**config.mk**
```make
export PLATFORM = sky130hd
export DESIGN_NAME = nfc_pkt_engine
export DESIGN_NICKNAME = d
export VERILOG_FILES = /design/src/rtl/nfc_pkt_pkg.sv /design/src/rtl/nfc_pkt_dpath.sv /design/src/rtl/nfc_pkt_ctrl.sv /design/src/rtl/nfc_pkt_engine.sv
export SDC_FILE = /design/constraint.sdc
export NUM_CORES = 2
export LEC_CHECK = 0
export ABC_AREA = 1
export BUFFER_PORTS_ARGS = -buffer_cell sky130_fd_sc_hd__buf_2
export CAP_MARGIN = 10
export CORE_MARGIN = 4
export CORE_UTILIZATION = 40
export CTS_CLUSTER_DIAMETER = 50
export DETAILED_ROUTE_END_ITERATION = 10
export PLACE_DENSITY = 0.62
export SYNTH_ARGS = -nofsm -noshare
export SYNTH_HDL_FRONTEND = slang
export SYNTH_SLANG_ARGS = --single-unit
```
**constraint.sdc**
```tcl
create_clock -name clk -period 5 [get_ports clk]
set_clock_uncertainty 0.05 [all_clocks]
set_input_delay 0.25 -clock clk [delete_from_list [all_inputs] [get_ports clk]]
set_output_delay 0.25 -clock clk [all_outputs]
set_load 0.02 [all_outputs]
```
**src/rtl/nfc_pkt_pkg.sv**
```systemverilog
`timescale 1ns/1ps
package nfc_pkt_pkg;
  localparam int REG_W  = 32;
  localparam int IRQ_W  = 5;
  localparam int PROG_W = 11;

  // register offsets
  localparam logic [7:0] OFS_PKT   = 8'h00;
  localparam logic [7:0] OFS_ADR1  = 8'h04;
  localparam logic [7:0] OFS_ADR2  = 8'h08;
  localparam logic [7:0] OFS_CMD   = 8'h0C;
  localparam logic [7:0] OFS_PROG  = 8'h10;
  localparam logic [7:0] OFS_STSEN = 8'h14;
  localparam logic [7:0] OFS_SIGEN = 8'h18;
  localparam logic [7:0] OFS_STS   = 8'h1C;
  localparam logic [7:0] OFS_DATA  = 8'h30;
  localparam logic [7:0] OFS_ECC   = 8'h34;
  localparam logic [7:0] OFS_TIMG  = 8'h6C;

  // interrupt cause positions
  localparam int EV_WRRDY = 0;
  localparam int EV_RDRDY = 1;
  localparam int EV_DONE  = 2;
  localparam int EV_MBIT  = 3;
  localparam int EV_ERR   = 4;

  // program trigger positions
  localparam int OP_PGRD  = 0;
  localparam int OP_ERASE = 2;
  localparam int OP_STAT  = 3;
  localparam int OP_PGPRG = 4;
  localparam int OP_RDID  = 6;
  localparam int OP_PARAM = 7;
  localparam int OP_RST   = 8;
  localparam int OP_GETF  = 9;
  localparam int OP_SETF  = 10;

  localparam logic [PROG_W-1:0] ONE = PROG_W'(1);
  localparam logic [PROG_W-1:0] OPS_READ  = (ONE << OP_PGRD) | (ONE << OP_STAT) |
                                            (ONE << OP_RDID) | (ONE << OP_PARAM) |
                                            (ONE << OP_GETF);
  localparam logic [PROG_W-1:0] OPS_WRITE = (ONE << OP_PGPRG) | (ONE << OP_SETF);
  localparam logic [PROG_W-1:0] OPS_NODAT = (ONE << OP_ERASE) | (ONE << OP_RST);
  localparam logic [PROG_W-1:0] OPS_LEGAL = OPS_READ | OPS_WRITE | OPS_NODAT;

  localparam logic [REG_W-1:0] STATUS_WORD = 32'h0000_0040;

  typedef enum logic [2:0] {
    ST_IDLE, ST_PRE, ST_RDPKT, ST_WRPKT, ST_POST
  } engState_e;

  // strobes from control to datapath
  typedef struct packed {
    logic ptrClear;
    logic ptrInc;
    logic storeWr;
    logic eraseAll;
    logic rdLive;
    logic statusPat;
  } dpStrobe_t;
endpackage

```
**src/rtl/nfc_pkt_dpath.sv**
```systemverilog
`timescale 1ns/1ps
module nfc_pkt_dpath
  import nfc_pkt_pkg::*;
#(
  parameter int ADDR_W     = 8,
  parameter int PAGE_WORDS = 64,
  parameter int PKT_SIZE_W = 11,
  parameter int PKT_CNT_W  = 12
) (
  input  logic                  clk,
  input  logic                  rstN,
  input  logic                  regWrEn,
  input  logic [ADDR_W-1:0]     regAddr,
  input  logic [REG_W-1:0]      regWdata,
  input  dpStrobe_t             strobe,
  input  logic [IRQ_W-1:0]      stsEn,
  input  logic [IRQ_W-1:0]      sigEn,
  input  logic [IRQ_W-1:0]      sts,
  output logic [REG_W-1:0]      regRdata,
  output logic [PKT_SIZE_W-3:0] pktWords,
  output logic [PKT_CNT_W-1:0]  pktCount,
  output logic [$clog2(PAGE_WORDS)-1:0] ptr
);
  localparam int PTR_W   = $clog2(PAGE_WORDS);
  localparam int NCFG    = 6;
  localparam int CNT_LSB = 12;

  function automatic logic [ADDR_W-1:0] cfgOfs(input int idx);
    case (idx)
      0:       return ADDR_W'(OFS_PKT);
      1:       return ADDR_W'(OFS_ADR1);
      2:       return ADDR_W'(OFS_ADR2);
      3:       return ADDR_W'(OFS_CMD);
      4:       return ADDR_W'(OFS_ECC);
      default: return ADDR_W'(OFS_TIMG);
    endcase
  endfunction

  logic [REG_W-1:0] cfg   [NCFG];
  logic [REG_W-1:0] store [PAGE_WORDS];

  for (genvar g = 0; g < NCFG; g++) begin : g_cfg
    always_ff @(posedge clk) begin
      if (!rstN)                                 cfg[g] <= '0;
      else if (regWrEn && regAddr == cfgOfs(g))  cfg[g] <= regWdata;
    end
  end

  assign pktWords = cfg[0][PKT_SIZE_W-1:2];
  assign pktCount = cfg[0][CNT_LSB +: PKT_CNT_W];

  always_ff @(posedge clk) begin
    if (!rstN)                ptr <= '0;
    else if (strobe.ptrClear) ptr <= '0;
    else if (strobe.ptrInc)   ptr <= ptr + PTR_W'(1);
  end

  always_ff @(posedge clk) begin
    if (!rstN) begin
      for (int i = 0; i < PAGE_WORDS; i++) store[i] <= '0;
    end else if (strobe.eraseAll) begin
      for (int i = 0; i < PAGE_WORDS; i++) store[i] <= '1;
    end else if (strobe.storeWr) begin
      store[ptr] <= regWdata;
    end
  end

  always_comb begin
    regRdata = '0;
    for (int i = 0; i < NCFG; i++)
      if (regAddr == cfgOfs(i)) regRdata = cfg[i];
    if (regAddr == ADDR_W'(OFS_STSEN)) regRdata = REG_W'(stsEn);
    if (regAddr == ADDR_W'(OFS_SIGEN)) regRdata = REG_W'(sigEn);
    if (regAddr == ADDR_W'(OFS_STS))   regRdata = REG_W'(sts);
    if (regAddr == ADDR_W'(OFS_DATA) && strobe.rdLive)
      regRdata = strobe.statusPat ? STATUS_WORD : store[ptr];
  end
endmodule

```
**src/rtl/nfc_pkt_ctrl.sv**
```systemverilog
`timescale 1ns/1ps
module nfc_pkt_ctrl
  import nfc_pkt_pkg::*;
#(
  parameter int ADDR_W      = 8,
  parameter int BUSY_CYCLES = 6,
  parameter int WORD_W      = 9,
  parameter int PKT_CNT_W   = 12
) (
  input  logic                 clk,
  input  logic                 rstN,
  input  logic                 regWrEn,
  input  logic                 regRdEn,
  input  logic [ADDR_W-1:0]    regAddr,
  input  logic [REG_W-1:0]     regWdata,
  input  logic                 mbitErrIn,
  input  logic [WORD_W-1:0]    pktWords,
  input  logic [PKT_CNT_W-1:0] pktCount,
  output dpStrobe_t            strobe,
  output logic [IRQ_W-1:0]     stsEn,
  output logic [IRQ_W-1:0]     sigEn,
  output logic [IRQ_W-1:0]     sts,
  output logic                 irq,
  output logic                 engIdle
);
  localparam int BUSY_W = $clog2(BUSY_CYCLES + 1);
  localparam logic [BUSY_W-1:0] BUSY_LOAD = BUSY_W'(BUSY_CYCLES - 1);

  engState_e            state, stateN;
  logic [PROG_W-1:0]    op, opN;
  logic [BUSY_W-1:0]    busy, busyN;
  logic [WORD_W-1:0]    words, wordsN, wordCnt, wordCntN;
  logic [PKT_CNT_W-1:0] left, leftN;
  logic [IRQ_W-1:0]     ev, w1c;

  logic              hitProg, hitData, dpRd, dpWr, upperSet, dataOp;
  logic              progValid, progStart, progErr, lastWord, lastPkt;
  logic [PROG_W-1:0] progVal;

  assign hitProg  = regWrEn && regAddr == ADDR_W'(OFS_PROG);
  assign hitData  = regAddr == ADDR_W'(OFS_DATA);
  assign progVal  = regWdata[PROG_W-1:0];
  assign upperSet = |regWdata[REG_W-1:PROG_W];
  assign dataOp   = |(progVal & (OPS_READ | OPS_WRITE));

  assign progValid = !upperSet && $onehot(progVal) && ((progVal & ~OPS_LEGAL) == '0) &&
                     (!dataOp || (pktWords != '0 && pktCount != '0));
  assign progStart = hitProg && state == ST_IDLE && progValid;
  assign progErr   = hitProg && regWdata != '0 && (state != ST_IDLE || !progValid);

  assign dpRd     = regRdEn && hitData && state == ST_RDPKT;
  assign dpWr     = regWrEn && hitData && state == ST_WRPKT;
  assign lastWord = wordCnt == words - WORD_W'(1);
  assign lastPkt  = left == PKT_CNT_W'(1);

  always_comb begin
    stateN   = state;
    opN      = op;
    busyN    = busy;
    wordsN   = words;
    wordCntN = wordCnt;
    leftN    = left;
    ev       = '0;
    strobe   = '0;
    unique case (state)
      ST_IDLE: if (progStart) begin
        opN      = progVal;
        wordsN   = pktWords;
        leftN    = pktCount;
        wordCntN = '0;
        if (|(progVal & OPS_READ)) begin
          stateN = ST_PRE;
          busyN  = BUSY_LOAD;
        end else if (|(progVal & OPS_WRITE)) begin
          stateN        = ST_WRPKT;
          ev[EV_WRRDY]  = 1'b1;
        end else begin
          stateN = ST_POST;
          busyN  = BUSY_LOAD;
        end
      end
      ST_PRE: begin
        if (busy == '0) begin
          stateN       = ST_RDPKT;
          ev[EV_RDRDY] = 1'b1;
        end else busyN = busy - BUSY_W'(1);
      end
      ST_RDPKT: if (dpRd) begin
        if (!lastWord) wordCntN = wordCnt + WORD_W'(1);
        else if (lastPkt) begin
          stateN      = ST_IDLE;
          ev[EV_DONE] = 1'b1;
        end else begin
          leftN        = left - PKT_CNT_W'(1);
          wordCntN     = '0;
          ev[EV_RDRDY] = 1'b1;
        end
      end
      ST_WRPKT: if (dpWr) begin
        if (!lastWord) wordCntN = wordCnt + WORD_W'(1);
        else if (lastPkt) begin
          stateN = ST_POST;
          busyN  = BUSY_LOAD;
        end else begin
          leftN        = left - PKT_CNT_W'(1);
          wordCntN     = '0;
          ev[EV_WRRDY] = 1'b1;
        end
      end
      ST_POST: begin
        if (busy == '0) begin
          stateN          = ST_IDLE;
          ev[EV_DONE]     = 1'b1;
          strobe.eraseAll = op[OP_ERASE];
        end else busyN = busy - BUSY_W'(1);
      end
      default: stateN = ST_IDLE;
    endcase
    ev[EV_MBIT]      = mbitErrIn && (state == ST_PRE || state == ST_RDPKT);
    ev[EV_ERR]       = progErr;
    strobe.ptrClear  = progStart;
    strobe.ptrInc    = dpRd || dpWr;
    strobe.storeWr   = dpWr && op[OP_PGPRG];
    strobe.rdLive    = state == ST_RDPKT;
    strobe.statusPat = op[OP_STAT];
  end

  assign w1c = (regWrEn && regAddr == ADDR_W'(OFS_STS)) ? regWdata[IRQ_W-1:0] : '0;

  always_ff @(posedge clk) begin
    if (!rstN) begin
      state   <= ST_IDLE;
      op      <= '0;
      busy    <= '0;
      words   <= '0;
      wordCnt <= '0;
      left    <= '0;
      sts     <= '0;
      stsEn   <= '0;
      sigEn   <= '0;
    end else begin
      state   <= stateN;
      op      <= opN;
      busy    <= busyN;
      words   <= wordsN;
      wordCnt <= wordCntN;
      left    <= leftN;
      sts     <= (sts & ~w1c) | (ev & stsEn);
      if (regWrEn && regAddr == ADDR_W'(OFS_STSEN)) stsEn <= regWdata[IRQ_W-1:0];
      if (regWrEn && regAddr == ADDR_W'(OFS_SIGEN)) sigEn <= regWdata[IRQ_W-1:0];
    end
  end

  assign irq     = |(sts & sigEn);
  assign engIdle = state == ST_IDLE;
endmodule

```
**src/rtl/nfc_pkt_engine.sv**
```systemverilog
`timescale 1ns/1ps
module nfc_pkt_engine
  import nfc_pkt_pkg::*;
#(
  parameter int ADDR_W      = 8,
  parameter int PAGE_WORDS  = 64,
  parameter int BUSY_CYCLES = 6,
  parameter int PKT_SIZE_W  = 11,
  parameter int PKT_CNT_W   = 12
) (
  input  logic              clk,
  input  logic              rstN,
  input  logic              regWrEn,
  input  logic              regRdEn,
  input  logic [ADDR_W-1:0] regAddr,
  input  logic [31:0]       regWdata,
  output logic [31:0]       regRdata,
  input  logic              mbitErrIn,
  output logic              irq
);
  localparam int WORD_W = PKT_SIZE_W - 2;
  localparam int PTR_W  = $clog2(PAGE_WORDS);

  dpStrobe_t            strobe;
  logic [IRQ_W-1:0]     stsEn, sigEn, sts;
  logic [WORD_W-1:0]    pktWords;
  logic [PKT_CNT_W-1:0] pktCount;
  logic [PTR_W-1:0]     ptr;
  logic                 engIdle;

  nfc_pkt_ctrl #(
    .ADDR_W(ADDR_W), .BUSY_CYCLES(BUSY_CYCLES), .WORD_W(WORD_W), .PKT_CNT_W(PKT_CNT_W)
  ) u_ctrl (
    .clk(clk), .rstN(rstN), .regWrEn(regWrEn), .regRdEn(regRdEn), .regAddr(regAddr),
    .regWdata(regWdata), .mbitErrIn(mbitErrIn), .pktWords(pktWords), .pktCount(pktCount),
    .strobe(strobe), .stsEn(stsEn), .sigEn(sigEn), .sts(sts), .irq(irq), .engIdle(engIdle)
  );

  nfc_pkt_dpath #(
    .ADDR_W(ADDR_W), .PAGE_WORDS(PAGE_WORDS), .PKT_SIZE_W(PKT_SIZE_W), .PKT_CNT_W(PKT_CNT_W)
  ) u_dpath (
    .clk(clk), .rstN(rstN), .regWrEn(regWrEn), .regAddr(regAddr), .regWdata(regWdata),
    .strobe(strobe), .stsEn(stsEn), .sigEn(sigEn), .sts(sts), .regRdata(regRdata),
    .pktWords(pktWords), .pktCount(pktCount), .ptr(ptr)
  );
endmodule

```
==> run metrics <==
Post-Synthesis Cells just over 10000; die height about 520 µm; RSZ-0062 raised after global routing no; Most used DFF post-synth edfxtp_1; Slew Limit Fails 0; post-route ant nets 0; final-report hold violation count 0; multi-input combinational cell area 0.03262 mm²; reg2reg end u_dpath.store[49][10]; asr flop ratio synth 0; grt ovf 0; initial antenna violation count 17; syn_nets ~10000; Clock transition at path regs 0.06 ns; post-layout min period 5.020 ns; Fillers 24440; switching power approximately 10 mW; Layout Cells excl Fill about 14000; relative slew slack 0.1293; Storage cell area between 0.06 and 0.07 mm²; Worst-Margin Slew between 1 and 1.5 ns; initial drt markers roughly 13000; Clk pwr share 0.420; sequential share of the synthesized area 0.6454; Nets 9978; Int Pwr around 33 mW; wire per inst 27.92 µm; die area ~0.27 mm²; max-cap violation count 0; IO Pins between 70 and 80; clk_lat worst skew ~0.92 ns; GP Congestion ~0.97; Post-Syn Area 0.1063 mm²; WP data required approximately 4.7 ns; synth top area cells edfxtp_1, o21ai_0, nor2_1; area added between synthesis and finish 11.05%; TritonCTS clock tree yes; Yosys top cell area share 0.6330; Design Area, Final roughly 0.12 mm²; status finished, violations left; layout cell share with drive strength beyond 1 0.08879; most common cell after layout, fill and taps aside o21ai_0; Num CTS Buffers between 200 and 250; reg2reg setup slack roughly 0.69 ns; YS warnings 0; period utilization 1.004; Clock Path Buffers 3; Sw Share 0.2318; post-synth cell types 48; part of the power in registers 0.530; Lkg Pwr about 41 nW; EDFF count, synth ~2200; iteration count of the initial detailed-routing pass 7; min setup slack post-route -0.01975 ns; hold_ws around 0.077 ns; hold depth 4; placed cells 13150; FF-to-FF Start u_dpath.ptr[0]; Final Core Density 0.4479; CORE AREA 0.2635 mm²; most frequent cells in the layout o21ai_0, edfxtp_1, nor2_1; crit start category register; Combinational Power Share 0.050; Synth Register Bits around 2300; Remaining DRCs 0; total power between 40 and 50 mW; endpoint class of the critical path primary output; hold wc startpoint regWdata[24]; failing checks setup timing; first-pass GRT wire length ~550000 µm; largest net degree at the start of global routing ~230; cells on worst reg2reg path 6; top fanout value on the critical path between 50 and 60; Placed Area between 0.1 and 0.15 mm²; CTS sink cnt 2306; DP Wirelength about 220000 µm; Total Routing Usage GR 0.2686; Setup violations, final 1; Std-Cell Rows between 150 and 200; area leader, netlist edfxtp_1; htree depth 4; Min-Delay Endpoint u_dpath.store[20][24]; CTS root buf clkbuf_16; syn avg cell area 10.26 µm²; Die W 523.4 µm; Critical Path AT 4.72 ns; pwr dens ~360 mW/mm²; # port buffers 77; Peak Freq 199.2 MHz; Vias/cell roughly 6.2; worst hold path class in -> reg; total wire length 380700 µm; vias in the first global route between 70000 and 80000; Initial Util 0.4034; kind of critical path reg -> out; maximum vdd drop between 0.0003 and 0.0004 V; total number of vias between 80000 and 90000
## repair_timing
item / CTS / global route
setup endpoints to repair: 0 / 13
buffers inserted: 0 / 1
resized for setup: 0 / 8
endpoints found under the hold margin: 125 / 0
hold buffers: 27 / 0
## power by group through the flow
| stage | clock (mW) | combinational (mW) | sequential [mW] |
|---|---|---|---|
| 5_1_grt | 18.9 | 2.26 | 22.8 |
| 4_1_cts | 18.0 | 2.08 | 22.7 |
| 2_1_floorplan | 0 | 1.09 | 23.0 |
| 3_3_place_gp | 0 | 2.04 | 23.1 |
| 3_5_place_dp | 0 | 2.07 | 23.1 |
| 6_report | 18.0 | 2.15 | 22.7 |
## through the flow
stage	TNS (ns)	worst slack, ns
after floorplan	0	0.4946
after global placement	0	0.3192
after detailed placement	0	0.3096
after CTS	0	0.05979
after global routing	0	0.02839
final	-0.01975	-0.01975
## per-layer routing
layer | vias up | share of wire | routed length, µm | GRT usage
li1 | 36530 | - | - | -
met1 | 41860 | 0.38 | 143600 | 0.3645
met2 | 5580 | 0.43 | 165600 | 0.3951
met3 | 947 | 0.12 | 47480 | 0.06726
met4 | 8 | 0.063 | 23900 | 0.1473
met5 | - | 0.00036 | 137 | 0.003812
## registers in the layout, indices dropped and copies added, names as in the netlist, named ones only
signal,count
u_ctrl.stsEn,5
u_ctrl.sts,5
u_ctrl.busy,3
u_dpath.store,2048
u_ctrl.left,12
u_ctrl.sigEn,5
u_dpath.ptr,6
u_ctrl.op,3
u_ctrl.wordCnt,9
u_ctrl.words,9
u_dpath.cfg,192
u_ctrl.state,3
## synth_stat cells (all sizes together), types with 2 or more instances
library cell	number
o21ai	3225
edfxtp	2240
nor2	1403
nand2	954
clkbuf	926
nand3	455
o22ai	435
buf	215
inv	156
o221ai	76
dfxtp	66
a21oi	56
nand4	26
nor3	26
a221oi	23
ha	20
xor2	10
or2	7
fa	6
o211ai	6
clkinv	5
a211oi	4
a31oi	3
xnor2	3
a22o	2
nand3b	2
nor3b	2
o2111ai	2
## cell type report
cell class                      count  share of cell area
Timing Repair Buffer              449             0.03308
Clock buffer                      292             0.05263
Antenna cell                        3          0.00006361
Multi-Input combinational cell   6751              0.2764
Tap cell                         3515             0.03727
Inverter                          161            0.005746
Sequential cell                  2306              0.5813
Clock inverter                    155             0.01344
## cell families (layout without fill, tap and decap cells)
| group | Yosys count | in the layout | synth area share |
|---|---|---|---|
| fa+ha+maj | 26 | 26 | 0.003485 |
| buf+inv | 1302 | 1057 | 0.04862 |
| simple gates | 2876 | 2876 | 0.1116 |
| xor+xnor | 13 | 13 | 0.001071 |
| other cells | 0 | 3 | 0 |
| flops | 2306 | 2306 | 0.6454 |
| compound gates | 3836 | 3836 | 0.1898 |
## critical path: stages, from the launching register on
cell,delay (ns)
dfxtp_4,0.49
inv_8,0.47
buf_4,0.33
buf_4,0.24
o21ai_0,0.12
o22ai_1,0.11
nand2_1,0.07
nand3_1,0.27
nand3_1,0.26
nand3_1,0.43
nand3_1,0.40
nand2_1,0.32
buf_2,0.22
## worst max path at each step
stage	endpoint
2_1_floorplan	u_ctrl.wordCnt[7]
3_3_place_gp	u_ctrl.left[11]
3_5_place_dp	u_ctrl.left[5]
4_1_cts	regRdata[20]
5_1_grt	u_ctrl.state[0]
6_report	regRdata[15]
No activity file was read; power rests on OpenSTA's default activity.
